## src/rtl/irq_pkg.sv

```systemverilog
package irq_pkg;

  // register window selector, taken from the two top address bits
  typedef enum logic [1:0] {
    RG_SRC = 2'd0,
    RG_EN  = 2'd1,
    RG_THR = 2'd2,
    RG_CLM = 2'd3
  } region_e;

  // data bit that selects edge detection in a source configuration word
  localparam int EDGE_BIT = 8;

endpackage

```

## src/rtl/irq_gateway.sv

```systemverilog
// Per-source capture: turns a level or edge input into one pending event
// and holds the source in service between claim and completion.
module irq_gateway (
  input  logic clk,
  input  logic rst_n,
  input  logic src_i,
  input  logic edge_i,
  input  logic claim_i,
  input  logic done_i,
  output logic pend_o,
  output logic insv_o
);

  logic pend_q, pend_d;
  logic insv_q, insv_d;
  logic prev_q;
  logic fire;

  always_comb begin
    fire   = edge_i ? (src_i & ~prev_q) : src_i;
    pend_d = pend_q;
    insv_d = insv_q;
    if (claim_i && pend_q) begin
      pend_d = 1'b0;
      insv_d = 1'b1;
    end else if (insv_q) begin
      if (done_i) insv_d = 1'b0;
    end else if (!pend_q && fire) begin
      pend_d = 1'b1;
    end
  end

  always_ff @(posedge clk or negedge rst_n) begin
    if (!rst_n) begin
      pend_q <= 1'b0;
      insv_q <= 1'b0;
      prev_q <= 1'b0;
    end else begin
      pend_q <= pend_d;
      insv_q <= insv_d;
      prev_q <= src_i;
    end
  end

  assign pend_o = pend_q;
  assign insv_o = insv_q;

endmodule

```

## src/rtl/irq_target_arb.sv

```systemverilog
// Per-target selection: highest priority wins, lower number on ties.
module irq_target_arb #(
  parameter int NSRC   = 31,
  parameter int PRIO_W = 3,
  parameter int IDW    = 5
) (
  input  logic [NSRC:1]             cand_i,
  input  logic [NSRC:1][PRIO_W-1:0] prio_i,
  input  logic [PRIO_W-1:0]         thr_i,
  output logic [IDW-1:0]            id_o,
  output logic                      hit_o
);

  logic [PRIO_W-1:0] best_p;

  always_comb begin
    best_p = '0;
    id_o   = '0;
    hit_o  = 1'b0;
    // scan downward so that on equal priority the lower number replaces
    for (int s = NSRC; s >= 1; s--) begin
      if (cand_i[s] && (prio_i[s] != '0) && (prio_i[s] >= thr_i) &&
          (!hit_o || (prio_i[s] >= best_p))) begin
        hit_o  = 1'b1;
        best_p = prio_i[s];
        id_o   = IDW'(s);
      end
    end
  end

endmodule

```

## src/rtl/irq_rst_sync.sv

```systemverilog
// Asynchronous assertion, synchronous release.
module irq_rst_sync (
  input  logic clk,
  input  logic rst_n,
  output logic rst_sync_n
);

  logic stg1_q, stg2_q;

  always_ff @(posedge clk or negedge rst_n) begin
    if (!rst_n) begin
      stg1_q <= 1'b0;
      stg2_q <= 1'b0;
    end else begin
      stg1_q <= 1'b1;
      stg2_q <= stg1_q;
    end
  end

  assign rst_sync_n = stg2_q;

endmodule

```

## src/rtl/irq_router.sv

```systemverilog
module irq_router
  import irq_pkg::*;
#(
  parameter int              NSRC        = 31,
  parameter int              NTGT        = 4,
  parameter int              PRIO_W      = 3,
  parameter int              ADDR_W      = 10,
  parameter int              DATA_W      = 32,
  parameter logic [NTGT-1:0] TGT_PRESENT = 4'b1011
) (
  input  logic              clk,
  input  logic              rst_n,
  input  logic [NSRC:1]     src_i,
  input  logic              cfg_re,
  input  logic              cfg_we,
  input  logic [ADDR_W-1:0] cfg_addr,
  input  logic [DATA_W-1:0] cfg_wdata,
  output logic [DATA_W-1:0] cfg_rdata,
  output logic [NTGT-1:0]   irq_o
);

  localparam int IDW   = $clog2(NSRC + 1);
  localparam int SEL_W = ADDR_W - 2;

  // ---------------------------------------------------------------- reset
  logic rst_sync_n;

  irq_rst_sync u_rst (
    .clk        (clk),
    .rst_n      (rst_n),
    .rst_sync_n (rst_sync_n)
  );

  // -------------------------------------------------------- address decode
  region_e            rg;
  logic [SEL_W-1:0]   sel;
  logic [NSRC:1]      src_sel;
  logic [NTGT-1:0]    tgt_sel;
  logic               live_sel;

  assign rg  = region_e'(cfg_addr[ADDR_W-1 -: 2]);
  assign sel = cfg_addr[SEL_W-1:0];

  always_comb begin
    src_sel = '0;
    for (int s = 1; s <= NSRC; s++) src_sel[s] = (sel == SEL_W'(s));
    tgt_sel  = '0;
    live_sel = 1'b0;
    for (int t = 0; t < NTGT; t++) begin
      tgt_sel[t] = (sel == SEL_W'(t));
      if (tgt_sel[t] && TGT_PRESENT[t]) live_sel = 1'b1;
    end
  end

  // ------------------------------------------------ source configuration
  logic [NSRC:1][PRIO_W-1:0] prio_q;
  logic [NSRC:1]             edge_q;
  logic [NSRC:1]             src_we;

  assign src_we = (cfg_we && rg == RG_SRC) ? src_sel : '0;

  always_ff @(posedge clk or negedge rst_sync_n) begin
    if (!rst_sync_n) begin
      prio_q <= '0;
      edge_q <= '0;
    end else begin
      for (int s = 1; s <= NSRC; s++) begin
        if (src_we[s]) begin
          prio_q[s] <= cfg_wdata[PRIO_W-1:0];
          edge_q[s] <= cfg_wdata[EDGE_BIT];
        end
      end
    end
  end

  // ------------------------------------------------------------ gateways
  logic [NSRC:1] pend_w;
  logic [NSRC:1] insv_w;
  logic [NSRC:1] claim_vec;
  logic [NSRC:1] done_vec;

  for (genvar s = 1; s <= NSRC; s++) begin : g_src
    irq_gateway u_gw (
      .clk     (clk),
      .rst_n   (rst_sync_n),
      .src_i   (src_i[s]),
      .edge_i  (edge_q[s]),
      .claim_i (claim_vec[s]),
      .done_i  (done_vec[s]),
      .pend_o  (pend_w[s]),
      .insv_o  (insv_w[s])
    );
  end

  // -------------------------------------------------------------- targets
  logic [NSRC:1]     en_q   [NTGT];
  logic [PRIO_W-1:0] thr_q  [NTGT];
  logic [IDW-1:0]    best_id[NTGT];
  logic [NTGT-1:0]   hit;
  logic [NTGT-1:0]   en_we, thr_we, clm_rd;

  always_comb begin
    for (int t = 0; t < NTGT; t++) begin
      en_we[t]  = cfg_we && (rg == RG_EN)  && tgt_sel[t];
      thr_we[t] = cfg_we && (rg == RG_THR) && tgt_sel[t];
      clm_rd[t] = cfg_re && (rg == RG_CLM) && tgt_sel[t] && TGT_PRESENT[t];
    end
  end

  for (genvar t = 0; t < NTGT; t++) begin : g_tgt
    if (TGT_PRESENT[t]) begin : g_live
      always_ff @(posedge clk or negedge rst_sync_n) begin
        if (!rst_sync_n) begin
          en_q[t]  <= '0;
          thr_q[t] <= '0;
        end else begin
          if (en_we[t])  en_q[t]  <= cfg_wdata[NSRC:1];
          if (thr_we[t]) thr_q[t] <= cfg_wdata[PRIO_W-1:0];
        end
      end

      irq_target_arb #(
        .NSRC   (NSRC),
        .PRIO_W (PRIO_W),
        .IDW    (IDW)
      ) u_arb (
        .cand_i (pend_w & en_q[t]),
        .prio_i (prio_q),
        .thr_i  (thr_q[t]),
        .id_o   (best_id[t]),
        .hit_o  (hit[t])
      );
    end else begin : g_absent
      assign en_q[t]    = '0;
      assign thr_q[t]   = '0;
      assign best_id[t] = '0;
      assign hit[t]     = 1'b0;
    end
  end

  assign irq_o = hit;

  // ------------------------------------------------- claim and completion
  always_comb begin
    claim_vec = '0;
    done_vec  = '0;
    for (int t = 0; t < NTGT; t++) begin
      for (int s = 1; s <= NSRC; s++) begin
        if (clm_rd[t] && (best_id[t] == IDW'(s))) claim_vec[s] = 1'b1;
      end
    end
    for (int s = 1; s <= NSRC; s++) begin
      done_vec[s] = cfg_we && (rg == RG_CLM) && live_sel &&
                    (cfg_wdata == DATA_W'(s));
    end
  end

  // ------------------------------------------------------------ read mux
  always_comb begin
    cfg_rdata = '0;
    if (cfg_re) begin
      unique case (rg)
        RG_SRC: begin
          if (sel == '0) begin
            cfg_rdata[NSRC:1] = pend_w;
          end else begin
            for (int s = 1; s <= NSRC; s++) begin
              if (src_sel[s]) begin
                cfg_rdata[PRIO_W-1:0] = prio_q[s];
                cfg_rdata[EDGE_BIT]   = edge_q[s];
              end
            end
          end
        end
        RG_EN: begin
          for (int t = 0; t < NTGT; t++)
            if (tgt_sel[t]) cfg_rdata[NSRC:1] = en_q[t];
        end
        RG_THR: begin
          for (int t = 0; t < NTGT; t++)
            if (tgt_sel[t]) cfg_rdata[PRIO_W-1:0] = thr_q[t];
        end
        RG_CLM: begin
          for (int t = 0; t < NTGT; t++)
            if (clm_rd[t]) cfg_rdata[IDW-1:0] = best_id[t];
        end
        default: cfg_rdata = '0;
      endcase
    end
  end

endmodule

```

## config.mk

```make
export PLATFORM = sky130hd
export DESIGN_NAME = irq_router
export DESIGN_NICKNAME = d
export VERILOG_FILES = /design/src/rtl/irq_pkg.sv /design/src/rtl/irq_gateway.sv /design/src/rtl/irq_target_arb.sv /design/src/rtl/irq_rst_sync.sv /design/src/rtl/irq_router.sv
export SDC_FILE = /design/constraint.sdc
export NUM_CORES = 2
export LEC_CHECK = 0
export ABC_CLOCK_PERIOD_IN_PS = 62200
export CAP_MARGIN = 20
export CORE_MARGIN = 3
export CORE_UTILIZATION = 46
export DETAILED_ROUTE_END_ITERATION = 12
export SETUP_SLACK_MARGIN = 0.2
export SLEW_MARGIN = 20
export SYNTH_ARGS = -nofsm -noshare
export SYNTH_HDL_FRONTEND = slang
export SYNTH_SLANG_ARGS = --single-unit
```

## constraint.sdc

```tcl
create_clock -name clk -period 62.2 [get_ports clk]
set_input_delay 12.44 -clock clk [delete_from_list [all_inputs] [get_ports clk]]
set_output_delay 12.44 -clock clk [all_outputs]
set_load 0.005 [all_outputs]
```

==> results.sh <==
export IMPL_cp_start_kind="register"
export IMPL_worstSkewPairLatency_ns=0.62
export IMPL_cp_startpoint="prio_q[91]"
export IMPL_critPathMaxStageDelay_ns=0.62
export IMPL_endpoint_kind="primary output"
export IMPL_grt_remaining_overflow=0
export IMPL_final_cell_mix="480 x ha_1, 344 x nand2_1, 316 x dfrtp_1"
export IMPL_synth_edf_count=0
export IMPL_wl_per_cell_um=27.5
export IMPL_antenna_cells=0
export IMPL_synthFlopType="dfrtp_1"
export IMPL_drt_initial_drc_count=3421
export IMPL_setup_slack_ns=3.07
export IMPL_crit_type="reg -> out"
export IMPL_post_route_period_util_pct=95.1
export IMPL_synth_ff_latch_count=321
export IMPL_cts_made_buffers=41
export IMPL_post_place_ws_ns=1.05
export IMPL_grt_pass1_wl_mm=219
export IMPL_portBuffers=111
export IMPL_fillers=7257
export IMPL_cts_tree="yes"
export IMPL_routed_via_density=6.58
export IMPL_slew_headroom_pct=15.3
export IMPL_finalNonFillerCells=5372
export IMPL_layout_commonest_cell="ha_1"
export IMPL_ff_latch_area_mm2=0.00804
export IMPL_grt_max_degree=60
export IMPL_netlist_area_mm2=0.0358
export IMPL_yosysSeqAreaShare_pct=22.5
export IMPL_critical_path_required_ns=49.76
export IMPL_final_nets=4866
export IMPL_post_route_min_period_ns=59.13
export IMPL_fmax_ghz=0.0169
export IMPL_cts_buffer_depth=3
export IMPL_status="completed"
export IMPL_final_layout_size_suffix_gt1_share_pct=14.9
export IMPL_p_per_area_mw_per_mm2=13.9
export IMPL_drv_cap=0
export IMPL_dieArea_mm2=0.0811
export IMPL_r2r_cells=221
export IMPL_core_area_mm2=0.0765
export IMPL_synthCells=4184
export IMPL_placed_cells=5277
export IMPL_wirelength_mm=148
export IMPL_netlist_top_cells_area="dfrtp_1 22%, ha_1 17%, mux2_2 8.1%"
export IMPL_synth_fp_nets=4741
export IMPL_r2r_start="prio_q[91]"
export IMPL_cp_arrival_ns=46.69
export IMPL_grt_pass1_vias=33295
export IMPL_reg2reg_slack_ns=15.75
export IMPL_vias=35325
export IMPL_rsz0062_at_grt="false"
export IMPL_yosysUniqueCellTypes=124
export IMPL_hp_class="reg -> reg"
export IMPL_fin_worst_skew_ns=0.0504
export IMPL_async_flop_share_pct=100
export IMPL_critical_path_most_common_cell="ha_1"
export IMPL_ant_nets=0
export IMPL_final_max_slew_viol_count=0
export IMPL_ios=113
export IMPL_avgSynthCellArea_um2=8.55
export IMPL_chipWidth_um=285
export IMPL_multiInputGateArea_mm2=0.0270
export IMPL_crit_slowest_cell="or4b_2"
export IMPL_h_tree_depth=2
export IMPL_worstPathMaxFanout=11
export IMPL_start_util_pct=46.8
export IMPL_cts_root_buffer="clkbuf_16"
export IMPL_tightest_slew_ns=1.25
export IMPL_leakagePower_uw=0.0174
export IMPL_antenna_found_initial=3
export IMPL_cts_clk_slew_worst_paths_ns=0.06
export IMPL_area_growth_pct=12.6
export IMPL_yosys_area_top_type_share_pct=22.5
export IMPL_gp_congestion=1.03
export IMPL_fp_dieH_um=285
export IMPL_drcViolationCount=0
export IMPL_track_usage_pct=35.3
export IMPL_rows=101
export IMPL_finalHoldViolations=0
export IMPL_hpwlAfterDp_mm=114
export IMPL_numClockSinks=321
export IMPL_finalSetupViolations=0
export IMPL_yosysTopAreaCell="dfrtp_1"
export IMPL_tns_ns=0
export IMPL_drt_pass1_iterations=10
export IMPL_reg2reg_to="g_src[14].u_gw.pend_o"
export IMPL_ys_warn_count=0
export IMPL_setup_worst_path_end="cfg_rdata[4]"
export IMPL_ir_drop_uv=17.7
-- report_power, final --
group / internal (uW) / leakage (uW) / switching (uW)
sequential: 212 / 0.00417 / 5.86
clock: 147 / 0.000685 / 107
combinational: 31.6 / 0.0125 / 54.6
total: 391 / 0.0174 / 167
-- registers in the layout (all words and copies together), names as in the netlist --
name,count
thr_q,9
g_src.u_gw.prev_q,31
g_src.u_gw.insv_o,31
en_q,93
g_src.u_gw.pend_o,31
u_rst.stg1_q,1
edge_q,31
u_rst.rst_sync_n,1
prio_q,93
-- worst min path at each step --
stage	from	end	slack [ns]	depth (start not counted)
after floorplan	u_rst.stg1_q	u_rst.rst_sync_n	0.33	0
after global placement	u_rst.stg1_q	u_rst.rst_sync_n	0.34	0
after detailed placement	u_rst.stg1_q	u_rst.rst_sync_n	0.34	0
after CTS	u_rst.stg1_q	u_rst.rst_sync_n	0.35	0
after global routing	u_rst.stg1_q	u_rst.rst_sync_n	0.35	0
final	u_rst.stg1_q	u_rst.rst_sync_n	0.35	0
-- timing repair --
action | 4_1_cts | 5_1_grt
gates resized for setup | 1 | 96
setup endpoints to repair | 1 | 5
setup buffers | 0 | 19
hold buffers | 0 | 0
pin swaps | 0 | 11
-- metrics by stage --
stage | hold slack [ns] | area (um2) | power [uW] | utilization (%)
floorplan | 0.331 | 35800 | 270 | -
global placement | 0.336 | 38200 | 303 | 50.0
detailed placement | 0.337 | 38200 | 304 | 50.0
CTS | 0.351 | 39700 | 559 | 51.9
global route | 0.351 | 40200 | 578 | 52.6
finish | 0.350 | 40200 | 558 | 52.6
-- synth_stat cells (51+ instances only) --
library cell / count
a211oi_1: 66
a21o_1: 92
a21oi_1: 250
a31oi_1: 76
and2_1: 78
and3_1: 55
clkbuf_1: 91
dfrtp_1: 321
ha_1: 480
inv_1: 187
mux2_2: 258
nand2_1: 344
nand2b_1: 195
nand3_1: 113
nor2_1: 304
nor2b_1: 102
nor3_1: 64
o211ai_1: 81
o21a_1: 51
o21ai_0: 197
-- final cells by class --
class,count,share of cell area [%]
multi-input combinational,3556,67.1
sequential,321,20.0
timing repair buffer,202,4.45
tap,1030,3.20
clock buffer,56,2.84
inverter,187,1.74
clock inverter,20,0.665
-- cell families after synthesis --
| group | count (synthesis) | share of synthesized area [%] |
|---|---|---|
| and+or+nand+nor | 1458 | 21.2 |
| AOI/OAI and AO/OA | 1318 | 26.8 |
| adders and majority gates | 490 | 17.1 |
| DFF | 321 | 22.5 |
| buffers and inverters | 307 | 3.32 |
| muxes | 288 | 9.08 |
| other | 2 | 0.0210 |
-- critical path, delay by kind of cell (launching register included) --
kind	cells	cell delay, ns
flops	1	0.40
compound gates	86	17.38
fa+ha+maj	33	8.86
buf+inv	11	1.80
mux	9	3.28
simple gates	83	14.28
-- layer usage --
layer / share of wire [%] / routed length, um / vias to the layer above / track usage (%)
met5: 0.016 / 24 / - / 0
met4: 5.4 / 7940 / 4 / 15.9
met3: 7.9 / 11600 / 320 / 6.24
met2: 44 / 65300 / 1540 / 55.8
met1: 43 / 62900 / 17179 / 47.1
li1: - / - / 16282 / -
Note: power is estimated with default switching activity, not from simulation.
